[config.mk]
export PLATFORM = sky130hd
export DESIGN_NAME = wen_guard
export DESIGN_NICKNAME = d
export VERILOG_FILES = /design/src/rtl/wen_pkg.sv /design/src/rtl/wen_guard_ctrl.sv /design/src/rtl/wen_guard_dp.sv /design/src/rtl/wen_guard.sv
export SDC_FILE = /design/constraint.sdc
export NUM_CORES = 1
export LEC_CHECK = 0
export ABC_AREA = 1
export ABC_CLOCK_PERIOD_IN_PS = 800
export BUFFER_PORTS_ARGS = -buffer_cell sky130_fd_sc_hd__buf_2
export CORE_AREA = 10 10 47 49
export DETAILED_ROUTE_END_ITERATION = 10
export DIE_AREA = 0 0 57 59
export SYNTH_ARGS = -nofsm -noshare
export SYNTH_HDL_FRONTEND = slang
export SYNTH_SLANG_ARGS = --single-unit
[constraint.sdc]
create_clock -name clk -period 0.8 [get_ports clk]
set_input_delay 0.08 -clock clk [delete_from_list [all_inputs] [get_ports clk]]
set_output_delay 0.08 -clock clk [all_outputs]
set_load 0.02 [all_outputs]
[src/rtl/wen_pkg.sv]
package wen_pkg;
  typedef struct packed {
    logic setEn;
    logic clrEn;
    logic sakGo;
    logic idleGo;
  } wenStrobes_t;
endpackage

[src/rtl/wen_guard_ctrl.sv]
module wen_guard_ctrl
  import wen_pkg::*;
#(
  parameter int OPC_W = 8,
  parameter logic [OPC_W-1:0] OPC_SET = 8'h96,
  parameter logic [OPC_W-1:0] OPC_CLR = 8'h91,
  parameter int NUM_DONE = 4
) (
  input  logic                cmdValid,
  input  logic [OPC_W-1:0]    cmdCode,
  input  logic                ackNomak,
  input  logic [NUM_DONE-1:0] doneVec,
  output wenStrobes_t         strobes
);
  localparam int NUM_OPC = 2;
  localparam logic [NUM_OPC*OPC_W-1:0] OPC_TABLE = {OPC_CLR, OPC_SET};

  logic [NUM_OPC-1:0] hit;
  logic anyDone;

  for (genvar i = 0; i < NUM_OPC; i++) begin : g_match
    assign hit[i] = cmdValid && (cmdCode == OPC_TABLE[i*OPC_W +: OPC_W]);
  end

  assign anyDone = |doneVec;

  always_comb begin
    strobes.setEn  = hit[0] && ackNomak;
    strobes.clrEn  = (hit[1] && ackNomak) || anyDone;
    strobes.sakGo  = (|hit) && ackNomak;
    strobes.idleGo = (|hit) && !ackNomak;
  end
endmodule

[src/rtl/wen_guard_dp.sv]
module wen_guard_dp
  import wen_pkg::*;
(
  input  logic        clk,
  input  logic        rstN,
  input  wenStrobes_t strobes,
  input  logic        writeReq,
  output logic        wrEnable,
  output logic        sakReq,
  output logic        idleReq,
  output logic        writeGrant
);
  logic latchQ;

  always_ff @(posedge clk or negedge rstN) begin
    if (!rstN) begin
      latchQ  <= 1'b0;
      sakReq  <= 1'b0;
      idleReq <= 1'b0;
    end else begin
      if (strobes.clrEn)      latchQ <= 1'b0;
      else if (strobes.setEn) latchQ <= 1'b1;
      sakReq  <= strobes.sakGo;
      idleReq <= strobes.idleGo;
    end
  end

  assign wrEnable   = latchQ;
  assign writeGrant = writeReq && latchQ;
endmodule

[src/rtl/wen_guard.sv]
module wen_guard
  import wen_pkg::*;
#(
  parameter int OPC_W = 8,
  parameter logic [OPC_W-1:0] OPC_SET = 8'h96,
  parameter logic [OPC_W-1:0] OPC_CLR = 8'h91,
  parameter int NUM_DONE = 4
) (
  input  logic                clk,
  input  logic                rstN,
  input  logic                cmdValid,
  input  logic [OPC_W-1:0]    cmdCode,
  input  logic                ackNomak,
  input  logic [NUM_DONE-1:0] doneVec,
  input  logic                writeReq,
  output logic                wrEnable,
  output logic                sakReq,
  output logic                idleReq,
  output logic                writeGrant
);
  wenStrobes_t strobes;

  wen_guard_ctrl #(
    .OPC_W(OPC_W), .OPC_SET(OPC_SET), .OPC_CLR(OPC_CLR), .NUM_DONE(NUM_DONE)
  ) u_ctrl (
    .cmdValid(cmdValid),
    .cmdCode (cmdCode),
    .ackNomak(ackNomak),
    .doneVec (doneVec),
    .strobes (strobes)
  );

  wen_guard_dp u_dp (
    .clk       (clk),
    .rstN      (rstN),
    .strobes   (strobes),
    .writeReq  (writeReq),
    .wrEnable  (wrEnable),
    .sakReq    (sakReq),
    .idleReq   (idleReq),
    .writeGrant(writeGrant)
  );
endmodule

# After elaboration in Yosys (flattened, before gate mapping)
# Index checks and enable logic that the tools add are counted.
# W data, S select, Z words.
# word_totals
ff_bits	3
latch_bits	0
mem_bits_rw	0
rom_bits	0
in_bits	17
memories	0
# classes
n_addsub	0
n_mul	0
div	0
n_lt_le_gt_ge	0
eq_ne	2
n_shift	0
muxes	2
n_bitwise	0
reduce_logical	12
# ops
cell	n
$eq A8 B8 Y1 const B	2
$logic_and A1 B1 Y1	7
$reduce_or A4 Y1	1
$mux W1	2
$reduce_bool A2 Y1	1
$reduce_or A2 Y1	1
$logic_not A1 Y1	1
$logic_or A1 B1 Y1	1

# Longest topological paths before layout
# depth
word_depth	5
depth_mapped	6
depth_no_buf	6

# Cells and area by module
# From an unflattened synthesis, not the netlist that was laid out.
# hier_totals
hier_cells	30
area_unflattened_um2	196.4
# by_module_without_submodules
module	instances	cells_each	area_per_inst_um2	seq_area_each_um2
wen_guard_ctrl	1	23	106.4	0.0
wen_guard_dp	1	7	90.1	75.1

# Worst setup path after synthesis
# No wires, ideal clock.
# synth_path
path_type	register to output
startpoint	reg u_dp.latchQ (netlist: u_dp.wrEnable)
endpoint	out writeGrant
arrival_ns	0.660
t_required_ns	0.720
setup_slack_ns	0.060
path_stages_with_launch	3
path_buffers	0
path_cell_list	dfrtp_1 > nand2_1 > inv_1
# synth_via
elab_chain_cells	1
# synth_rtl
element	line_no	source
from (decl)	wen_guard_dp.sv:13	logic latchQ;
from (signal assigned)	wen_guard_dp.sv:17	latchQ <= 1'b0;
from (signal assigned)	wen_guard_dp.sv:21	if (strobes.clrEn) latchQ <= 1'b0;
from (signal assigned)	wen_guard_dp.sv:22	else if (strobes.setEn) latchQ <= 1'b1;
$logic_and A1 B1 Y1	wen_guard_dp.sv:29	assign writeGrant = writeReq && latchQ;
to (decl)	wen_guard.sv:19	output logic writeGrant
# Every way passes these cells.

# Final worst setup path
# Same ends and word-level chain as after synthesis.

==> impl_metrics.toml <==
[yosys]
synthSimpleGateAreaFrac = 0.422
synth_compound_gate_area_share = 0.0909
avgSynthCellArea_um2 = 6.88
ys_ff_latch = 3
yosys_warnings = 0
ys_seq_area_frac = 0.390
synth_xor_area_frac = 0
syn_nets = 45
synth_cell_types = 11
syn_inst = 28
synth.area.mux_share = 0
synth_top_family_by_area = "simple AND/OR/NAND/NOR gates"
syn_area_um2 = 193
synth_fa_ha_area_frac = 0

[sta]
rsz0062_at_grt = "true"
finalSetupViolCount = 3
fin_crit_sh = 1.13
slew_violations = 0
hold_viol_final = 0
setup_tns_ps = -153
whs_ps = 46.0
fin_worst_skew_ps = 0
tightest_slew_ps = 161
fmax_mhz = 1110
relSlewSlack = 0.892
setup_slack_ps = -102
finalCriticalPeriod_ps = 902

[detailed_routing]
via_per_inst = 3.59
drt_first_pass_iters = 4
wl_per_cell_um = 9.10
antenna_left = 0
drc = 0
drt_wl_total_um = 628
drtIter0Drc = 4
vias = 248

[global_route]
grt_pass1_vias = 261
antenna_found_initial = 0
grt_max_degree = 5
grt_usage = 0.0415
gr-total-overflow = 0
grt_first_pass_wirelength_um = 1010

[worst_hold_path]
hold_path.startpoint = "ackNomak"
hold_class = "in -> reg"

[status]
status = "finished, violations left"
violations = "negative setup slack"

[cells_and_area]
most-common-layout-cells = "17 x buf_2, 8 x nand2_1, 5 x inv_1"
area_delta_synth_final_pct = 90.9
mostFrequentLayoutCell = "buf_2"
multi_input_area_um2 = 98.8
register_area_um2 = 75.1
num-nets-final = 71
drive_gt1_frac = 0.472
fin_util = 0.263
n_antenna_cell = 0
nFillCells = 161
stdcell_count = 69

[flow_run]
maxCapViolCount = 0

[setup_path]
worstSetupEndpointType = "output port"
crit_fanout = 3
r2r_cells = 2
worstPathRequired_ps = 720
arrival_ps = 820
crit_path_start = "u_dp.wrEnable"
ff2ff_setup_slack_ps = 200
critPathKind = "reg -> out"
worstSetupEndpoint = "writeGrant"
worstSetupStartpointType = "register"
timing.rr.start = "u_dp.wrEnable"
r2r_end = "u_dp.wrEnable"

[clock_tree]
clk_latency_ps = 230
cts-root-buf = "clkbuf_4"
cts_made_buffers = 3
cts_setup_buffers = 0
clk_pin_slew_ps = 40
cts_tree = "yes"
ctsLongestPathBuffers = 2
htree_levels = 1
cts.sinks = 3

[floorplanning]
initial_core_util = 0.138
ios = 21
die_h_um = 59
dieWidth_um = 57
num_rows = 14
dieArea_um2 = 3360
design.core.area_um2 = 1400

[power]
p_leak_nw = 0.201
p_per_area_nw_per_um2 = 1320
ir_drop_mv = 0.351

[place]
place_congestion = 0.700
io_buffer_count = 20
dpl.cell_count = 64
==> worst min-delay path by stage <==
stage                         endpoint  slack [ps]  depth (start not counted)
after floorplan           u_dp.idleReq        -220                          0
after global placement    u_dp.idleReq        -120                          1
after detailed placement  u_dp.idleReq        -120                          1
after CTS                 u_dp.idleReq          30                          2
after global routing      u_dp.idleReq          30                          2
final                     u_dp.idleReq          50                          2
==> final cells by class <==
class | count | share of cell area
Clock buffer | 4 | 0.0714
Inverter | 5 | 0.0510
Multi-Input combinational cell | 20 | 0.269
Sequential cell | 3 | 0.204
Timing Repair Buffer | 21 | 0.350
Tap cell | 16 | 0.0544
==> power breakdown <==
group / internal, mW / switching, mW / total [mW]
Sequential: 0.153 / 0.0000922 / 0.153
Clock: 0.187 / 0.0762 / 0.263
Combinational: 0.0396 / 0.0293 / 0.0689
==> routing by layer <==
metal	vias up	wire (um)	global-route usage
met5	-	0	0
met4	0	24	0.0705
met3	2	92	0.0300
met2	16	248	0.0388
met1	92	262	0.0429
li1	138	-	-
==> synth_stat cells <==
master	instances	area, um2
nor3_2	1	10.0
a21oi_1	2	10.0
inv_1	5	18.8
nor2_2	1	6.26
a21boi_1	1	7.51
nor3b_1	1	7.51
nand2_1	8	30.0
nand4_1	1	6.26
nor2_1	3	11.3
nand3_1	2	10.0
dfrtp_1	3	75.1
==> registers in the layout (all words and copies together), names as in the netlist <==
register / cells
u_dp.idleReq: 1
u_dp.wrEnable: 1
u_dp.sakReq: 1
==> repair_timing <==
action / 4_1_cts / 5_1_grt
gates resized for setup: 6 / 0
pin swaps: 0 / 0
hold buffers: 1 / 0
setup endpoints to repair: 4 / 4
hold endpoints to repair: 3 / 0
==> critical path, stage by stage (launching register included) <==
cell and delay (ps):
dfrtp_1 370, nand2_1 60, inv_1 40, buf_6 120
==> per-stage QoR <==
stage / power (mW) / area (um2) / setup WS [ps]
floorplan: 0.174 / 193 / 60.3
global placement: 0.219 / 313 / 60.7
detailed placement: 0.220 / 313 / 57.7
CTS: 0.504 / 368 / -118
global route: 0.538 / 368 / -161
finish: 0.485 / 368 / -102
==> cells by family after synthesis <==
kind of cell | count (synthesis)
and+or+nand+nor | 17
buffers and inverters | 5
DFF | 3
AOI/OAI and AO/OA | 3
Note: power is estimated with default switching activity, not from simulation.
